==> config.mk <==
export PLATFORM = sky130hd
export DESIGN_NAME = spi_pause_frontend
export DESIGN_NICKNAME = d
export VERILOG_FILES = /design/src/rtl/spi_pause_pkg.sv /design/src/rtl/pin_sync.sv /design/src/rtl/pause_fsm.sv /design/src/rtl/word_shifter.sv /design/src/rtl/spi_pause_frontend.sv
export SDC_FILE = /design/constraint.sdc
export NUM_CORES = 1
export LEC_CHECK = 0
export BUFFER_PORTS_ARGS = -buffer_cell sky130_fd_sc_hd__clkbuf_2
export CAP_MARGIN = 5
export CORE_ASPECT_RATIO = 2
export CORE_UTILIZATION = 30
export CTS_BUF_LIST = sky130_fd_sc_hd__clkbuf_8 sky130_fd_sc_hd__clkbuf_16
export CTS_CLUSTER_DIAMETER = 200
export DETAILED_ROUTE_END_ITERATION = 16
export HOLD_SLACK_MARGIN = 0.08
export SETUP_SLACK_MARGIN = 0.15
export SYNTH_ARGS = -nofsm -noshare
export SYNTH_HDL_FRONTEND = slang
export SYNTH_HIERARCHICAL = 1
export SYNTH_SLANG_ARGS = --single-unit
==> constraint.sdc <==
create_clock -name clk -period 1.6 [get_ports clk]
set_input_delay 0.16 -clock clk [delete_from_list [all_inputs] [get_ports clk]]
set_output_delay 0.16 -clock clk [all_outputs]
set_load 0.02 [all_outputs]
==> src/rtl/spi_pause_pkg.sv <==
package spi_pause_pkg;

    typedef enum logic [1:0] {
        HS_RUN  = 2'd0,
        HS_HELD = 2'd1,
        HS_LOCK = 2'd2
    } hold_st_t;

    localparam int PIN_N = 5;

    // Synchronized view of the pins
    typedef struct packed {
        logic sel_n;
        logic sck;
        logic pause_n;
        logic din;
        logic busy;
    } pins_t;

    // Idle level of each pin as seen through the synchronizer after reset
    localparam pins_t PINS_IDLE = '{sel_n: 1'b1, sck: 1'b0, pause_n: 1'b1,
                                    din: 1'b0, busy: 1'b0};

    function automatic logic rise_of(input logic prev, input logic now);
        return !prev && now;
    endfunction

    function automatic logic fall_of(input logic prev, input logic now);
        return prev && !now;
    endfunction

endpackage

==> src/rtl/pin_sync.sv <==
module pin_sync #(
    parameter int          W       = 1,
    parameter logic [W-1:0] RST_VAL = '0
) (
    input  logic         clk,
    input  logic         rst,
    input  logic [W-1:0] d,
    output logic [W-1:0] q
);
    logic [W-1:0] meta;

    for (genvar i = 0; i < W; i++) begin : g_bit
        always_ff @(posedge clk) begin
            if (rst) begin
                meta[i] <= RST_VAL[i];
                q[i]    <= RST_VAL[i];
            end else begin
                meta[i] <= d[i];
                q[i]    <= meta[i];
            end
        end
    end
endmodule

==> src/rtl/pause_fsm.sv <==
module pause_fsm
    import spi_pause_pkg::*;
(
    input  logic     clk,
    input  logic     rst,
    input  logic     sel_n_s,
    input  logic     sck_s,
    input  logic     pause_n_s,
    output hold_st_t state,
    output logic     held
);
    logic     sel_prev;
    logic     sel_fall;
    hold_st_t nxt;

    assign sel_fall = fall_of(sel_prev, sel_n_s);

    always_comb begin
        nxt = state;
        unique case (state)
            HS_RUN: begin
                if (sel_fall && !pause_n_s)
                    nxt = HS_LOCK;
                else if (!sel_n_s && !pause_n_s && !sck_s)
                    nxt = HS_HELD;
            end
            HS_HELD: begin
                if (sel_n_s)
                    nxt = pause_n_s ? HS_RUN : HS_LOCK;
                else if (pause_n_s && !sck_s)
                    nxt = HS_RUN;
            end
            HS_LOCK: begin
                if (pause_n_s)
                    nxt = HS_RUN;
            end
            default: nxt = HS_RUN;
        endcase
    end

    always_ff @(posedge clk) begin
        if (rst) begin
            state    <= HS_RUN;
            sel_prev <= 1'b1;
        end else begin
            state    <= nxt;
            sel_prev <= sel_n_s;
        end
    end

    assign held = (state == HS_HELD);


    entry_sck_low_chk: assert property (@(posedge clk) disable iff (rst)
        $rose(held) |-> $past(!sck_s));


    exit_qualified_chk: assert property (@(posedge clk) disable iff (rst)
        ($fell(held) && $past(!sel_n_s)) |-> $past(pause_n_s && !sck_s));


    lockout_chk: assert property (@(posedge clk) disable iff (rst)
        (state == HS_LOCK && !pause_n_s) |=> !held);


    desel_release_chk: assert property (@(posedge clk) disable iff (rst)
        (held && sel_n_s) |=> !held);


    no_hold_deselected_chk: assert property (@(posedge clk) disable iff (rst)
        $rose(held) |-> $past(!sel_n_s));
endmodule

==> src/rtl/word_shifter.sv <==
module word_shifter #(
    parameter int WORD_W = 8,
    localparam int CNT_W = $clog2(WORD_W)
) (
    input  logic              clk,
    input  logic              rst,
    input  logic              clr,
    input  logic              shift,
    input  logic              bit_in,
    output logic [CNT_W-1:0]  bit_pos,
    output logic              word_valid,
    output logic [WORD_W-1:0] word_data
);
    localparam logic [CNT_W-1:0] LAST = CNT_W'(WORD_W - 1);

    logic [WORD_W-1:0] sreg;
    logic [WORD_W-1:0] sreg_nxt;

    assign sreg_nxt = {sreg[WORD_W-2:0], bit_in};

    always_ff @(posedge clk) begin
        if (rst) begin
            sreg       <= '0;
            bit_pos    <= '0;
            word_valid <= 1'b0;
            word_data  <= '0;
        end else if (clr) begin
            sreg       <= '0;
            bit_pos    <= '0;
            word_valid <= 1'b0;
        end else begin
            word_valid <= 1'b0;
            if (shift) begin
                sreg <= sreg_nxt;
                if (bit_pos == LAST) begin
                    bit_pos    <= '0;
                    word_valid <= 1'b1;
                    word_data  <= sreg_nxt;
                end else begin
                    bit_pos <= bit_pos + 1'b1;
                end
            end
        end
    end


    valid_needs_shift_chk: assert property (@(posedge clk) disable iff (rst)
        word_valid |-> $past(shift));


    clear_zero_chk: assert property (@(posedge clk) disable iff (rst)
        clr |=> (bit_pos == '0));
endmodule

==> src/rtl/spi_pause_frontend.sv <==
module spi_pause_frontend
    import spi_pause_pkg::*;
#(
    parameter int WORD_W = 8,
    localparam int CNT_W = $clog2(WORD_W)
) (
    input  logic              clk,
    input  logic              rst,
    input  logic              sel_n_pin,
    input  logic              sck_pin,
    input  logic              pause_n_pin,
    input  logic              din_pin,
    input  logic              busy_in,
    output logic              hold_active,
    output logic              shift_en,
    output logic              shift_bit,
    output logic              dout_oe,
    output logic [CNT_W-1:0]  bit_pos,
    output logic              word_valid,
    output logic [WORD_W-1:0] word_data,
    output logic              engine_busy
);
    pins_t    raw;
    pins_t    syn;
    logic     sck_prev;
    hold_st_t state;
    logic     held;

    assign raw = '{sel_n: sel_n_pin, sck: sck_pin, pause_n: pause_n_pin,
                   din: din_pin, busy: busy_in};

    pin_sync #(.W(PIN_N), .RST_VAL(PINS_IDLE)) i_sync (
        .clk (clk),
        .rst (rst),
        .d   (raw),
        .q   (syn)
    );

    always_ff @(posedge clk) begin
        if (rst) sck_prev <= 1'b0;
        else     sck_prev <= syn.sck;
    end

    pause_fsm i_fsm (
        .clk       (clk),
        .rst       (rst),
        .sel_n_s   (syn.sel_n),
        .sck_s     (syn.sck),
        .pause_n_s (syn.pause_n),
        .state     (state),
        .held      (held)
    );

    assign hold_active = held;
    assign shift_en    = rise_of(sck_prev, syn.sck) && !syn.sel_n && !held;
    assign shift_bit   = syn.din;
    assign dout_oe     = !syn.sel_n && !held;
    assign engine_busy = syn.busy;

    word_shifter #(.WORD_W(WORD_W)) i_shift (
        .clk        (clk),
        .rst        (rst),
        .clr        (syn.sel_n),
        .shift      (shift_en),
        .bit_in     (syn.din),
        .bit_pos    (bit_pos),
        .word_valid (word_valid),
        .word_data  (word_data)
    );


    no_shift_held_chk: assert property (@(posedge clk) disable iff (rst)
        hold_active |-> !shift_en);


    oe_off_held_chk: assert property (@(posedge clk) disable iff (rst)
        hold_active |-> !dout_oe);


    count_frozen_chk: assert property (@(posedge clk) disable iff (rst)
        (hold_active && $past(hold_active)) |-> $stable(bit_pos));


    reset_idle_chk: assert property (@(posedge clk)
        $past(rst) |-> (!hold_active && !word_valid && bit_pos == '0));
endmodule

-- Word-level counts from Yosys, hierarchy flattened
Cells that the tools add are included.
- bitwise gates (word level): 2
- order comparisons: 0
- multiply operators: 0
- $add $sub $neg: 1
- divide/modulo/power cells: 0
- reduce and logical (&&, ||, !) cells: 19
- multiplexer cells: 9
- shifts and indexed selects: 0
- equal/unequal tests: 6
- operators by type and width (operator ; count):
    two-way mux 2 bit ; 6
    logical AND 1 bit ; 9
    inequality test 3 x 1 -> 1 bit, second input constant ; 2
    case mux 2 bit (3 select lines) ; 1
    AND reduction 3 bit ; 2
    zero test 1 bit ; 5
    adder 3 x 1 -> 3 bit, second input constant ; 1
    equality test 3 bit, second input constant ; 1
    two-way mux 3 bit ; 1
    OR reduction 3 bit ; 1
    equality test 2 x 1 -> 1 bit, second input constant ; 1
    equality test 2 bit, second input constant ; 1
    zero test 2 bit ; 1
    inequality test 2 bit, second input constant ; 1
    NOT 1 bit ; 2
    OR reduction 2 bit ; 1
    two-way mux 1 bit ; 1
- output and inout bits: 17
- memories: 0
- memory bits (read-only): 0
- bits of input ports: 7
- latch bits: 0
- memory bits (writable): 0
- register bits after elaboration: 33

-- Depth between registers and ports, before layout
- word-level depth: 6
- depth in mapped cells: 5

-- Hierarchy
The synthesis kept the hierarchy.
- by module, submodules not included (module ; cells an instance ; area an instance (µm²) ; instances ; sequential area each (µm²)):
    word_shifter ; 74 ; 782.0 ; 1 ; 380.4
    pin_sync ; 20 ; 262.8 ; 1 ; 200.2
    pause_fsm ; 13 ; 157.7 ; 1 ; 60.1
    spi_pause_frontend ; 4 ; 45.0 ; 1 ; 20.0

-- Worst setup path before layout
Ideal clock, no wire load.
- path kind: register to register
- start: register i_fsm.state[1]
- end: register i_shift.bit_pos[1]
- path slack: -0.223 ns
- stages on the path, launching flop included: 6
- setup time: 0.114 ns
- arrival time: 1.709 ns
- cell sequence: dfxtp_1 nor2b_1 nor4b_2 buf_4 mux2i_1 nor2_1
- word-level cells in the longest chain between the ends: 3
- ends and longest elaborated chain (item ; RTL line ; RTL):
    start: declaration ; pause_fsm.sv:9 ; output hold_st_t state,
    start signal: assignment ; pause_fsm.sv:46 ; state <= nxt;
    equality test 2 x 1 -> 1 bit ; pause_fsm.sv:51 ; assign held = (state == HS_HELD);
    named net hold_active ; spi_pause_frontend.sv:14 ; output logic hold_active,
    zero test 1 bit ; spi_pause_frontend.sv:55 ; assign shift_en = rise_of(sck_prev, syn.sck) && !syn.sel_n && !held;
    logical AND 1 bit ; spi_pause_frontend.sv:55 ;
    named net shift_en ; spi_pause_frontend.sv:15 ; output logic shift_en,
    end signal: assignment ; word_shifter.sv:40 ; bit_pos <= bit_pos + 1'b1;
    end: declaration ; word_shifter.sv:10 ; output logic [CNT_W-1:0] bit_pos,
The timed path passes the listed nets, and every way through them passes these cells.
A chain may end at the register's enable or synchronous reset.

-- Worst setup path in the final report
- start: register i_fsm.state[0]
- end: output shift_en
- word-level cells in the longest chain between the ends: 3
- ends and longest elaborated chain (item ; RTL line):
    equality test 2 x 1 -> 1 bit ; pause_fsm.sv:51
    zero test 1 bit ; spi_pause_frontend.sv:55
    logical AND 1 bit ; spi_pause_frontend.sv:55
    end: declaration ; spi_pause_frontend.sv:15
Every way passes these cells.

==> metrics.csv <==
metric;value;unit
vias;859;
finish.net_count;155;
numPortBuffers;23;
track_usage;0.118;
firstDrtPassIters;3;
grt_max_degree;19;
worst_pin_slew;0.406;ns
synth.top_cell.area_share;0.530;
cts.reportedPaths.clkPinSlew;0.06;ns
top_achievable_clock_speed;696;MHz
grt_pass1_vias;869;
grt_first_pass_wirelength;3720;um
cts-htree-levels;2;
dp_worst_setup_slack;0.0662;ns
final.setup_skew;0.00256;ns
asyncSetResetFlopFracSynth;0;
worst-r2r-cell-count;5;
mappedNetlistNets;120;
power_frac_seq;0.499;
seq_total_area_yosys;0.530;
min_period_over_period;0.898;
chipHeight;93.2;um
drt-initial-drc-count;1;
insertion_delay;0.28;ns
fp.dieW;47.6;um
worst_slack_on_hold_paths;0.0855;ns
switching_power;0.000320;W
cts_made_buffers;5;
internal_portion_of_total_power;0.00137;W
startpoint_type;flip-flop;
grt_setup_unrepaired;yes;
final_cell_count_without_fillers;198;
min-delay-path-class;in -> reg;
ir_drop;0.616;mV
fin_tns_setup;0;ns
cts.sinks;33;
clock_power_share;0.467;
grt_antenna_before_repair;0;
final_layout_size_suffix_gt1_frac;0.347;
synthesis.area;1250;um2
timing.critical_path.required;1.44;ns
insertedDiodeCount;0;
finalSetupViolCount;0;
postSynth.topFlopCell;dfxtp_1;
netSwitchingFraction;0.190;
placementRows;32;
avgSynthCellArea;11.2;um2
final_critical_path_setup_slack;0.164;ns
detail_placement_hpwl;1550;um
synth.lib_cells_used.distinct;23;
post_drt_via_cell_ratio;4.34;
cts_max_path_buffers;2;
effective_utilization_at_floorplan;0.318;
tritoncts;yes;
power_density;1040;nW/um2
worst_slew_margin_rel;0.729;
power.static_leakage;0.612;nW
yosys_warnings;6;
nFillCells;427;
clockRootBuffer;clkbuf_8;
area_of_the_core;3920;um2
postSynthCellCount;111;
routabilityCongestion;0.621;
critPathMaxFanout;5;
finalWirelength;2190;um
synth.top_cells.by_count;33 x dfxtp_1, 17 x mux2i_1, 17 x nand2b_1;
synth_area_leader_cell;dfxtp_1;
number_of_top_level_pins;24;
route.antenna.remaining_nets;0;
cp.arrival;1.28;ns
combPwrFrac;0.034;
remaining_drc_errors;0;
synthMostInstantiatedCell;dfxtp_1;
hold_path_stages;2;
drv_cap;0;
dieArea;4440;um2
finalHoldViolCount;0;
placed_cells_incl_taps;183;
finalCriticalPeriod;1.44;ns
synth_top_cells_by_area;dfxtp_1 53%, mux2i_1 14%, nand2b_1 8.5%, nor2b_1 4.0%, nor2_1 3.6%;
synth_enable_flop_cells;0;
synth_seq_cells;33;
maxSlewViolCount;0;
run_status;complete, no violations;
overflow;0;
area_growth;29.7;%
end_kind;primary output;
worstSetupPathType;reg -> out;
wl_per_cell;11.0;um
==> critical path: stages, from the launching register on <==
cell and delay (ns):
dfxtp_2 0.33, nor2b_4 0.13, nor4b_4 0.24, buf_6 0.15, buf_2 0.15
==> routing by layer <==
layer / vias to the layer above / global-route usage / part of all wire
met2: 20 / 0.199 / 0.53
li1: 433 / - / -
met4: 0 / 0.0787 / 0.033
met5: - / 0 / 0
met1: 400 / 0.117 / 0.40
met3: 6 / 0.0309 / 0.039
==> final timing paths <==
check,from,end,slack (ns)
worst max-delay path,i_fsm/state[0],shift_en,0.16
worst min-delay path,din_pin,i_sync/meta[1],0.09
worst max register to register,i_fsm/state[0],i_shift/bit_pos[0],0.21
worst min register to register,i_sync/meta[4],i_sync/q[4],0.41
==> cell families after synthesis <==
logic type      Yosys count  share of synthesized area
compound gates            4                     0.0461
fa+ha+maj                 2                     0.0201
buf+inv                   5                     0.0271
flops                    33                      0.530
mux                      17                      0.136
simple gates             50                      0.241
==> flip-flops by register name, indices dropped and copies added (netlist names) <==
name	count
i_shift/word_data	8
i_shift/sreg	7
i_sync/meta	5
i_sync/q	5
i_shift/bit_pos	3
i_fsm/state	2
i_fsm/sel_prev	1
i_shift/word_valid	1
sck_prev	1
==> power by group through the flow <==
| stage | sequential, W | clock (W) | combinational, W |
|---|---|---|---|
| after floorplan | 0.000862 | 0 | 0.0000310 |
| after global placement | 0.000861 | 0 | 0.0000521 |
| after detailed placement | 0.000861 | 0 | 0.0000534 |
| after CTS | 0.000842 | 0.000806 | 0.0000585 |
| after global routing | 0.000842 | 0.000842 | 0.0000633 |
| final | 0.000841 | 0.000787 | 0.0000575 |
==> cell usage in the layout (no fill, tap or decap), drive strengths merged, types with 2 or more instances in the layout <==
cell type,count
clkbuf,28
ha,2
dfxtp,33
dlygate4sd3,2
buf,8
nor2,12
nor2b,8
mux2i,17
inv,2
or2,7
nand2b,18
==> area by class of cell <==
class                      instances  area [um2]  share of cell area
sequential                        33         668               0.413
multi-input combinational         73         574               0.355
timing repair buffer              32         191               0.118
clock buffer                       6        82.6              0.0510
tap                               51        63.8              0.0394
clock inverter                     2        33.8              0.0209
inverter                           1        3.75             0.00232
==> metrics by stage <==
step	utilization	area, um2	power, W
finish	0.412	1620	0.00169
CTS	0.406	1590	0.00171
global placement	0.364	1430	0.000913
floorplan	-	1270	0.000893
detailed placement	0.364	1430	0.000914
global route	0.412	1620	0.00175
==> repair_timing <==
item | in CTS | in global routing
endpoints found under the hold margin | 2 | 0
setup buffers | 3 | 2
endpoints found under the setup margin | 10 | 15
hold buffers | 2 | 0
resized for setup | 2 | 5
(Power assumes the default switching activity.)
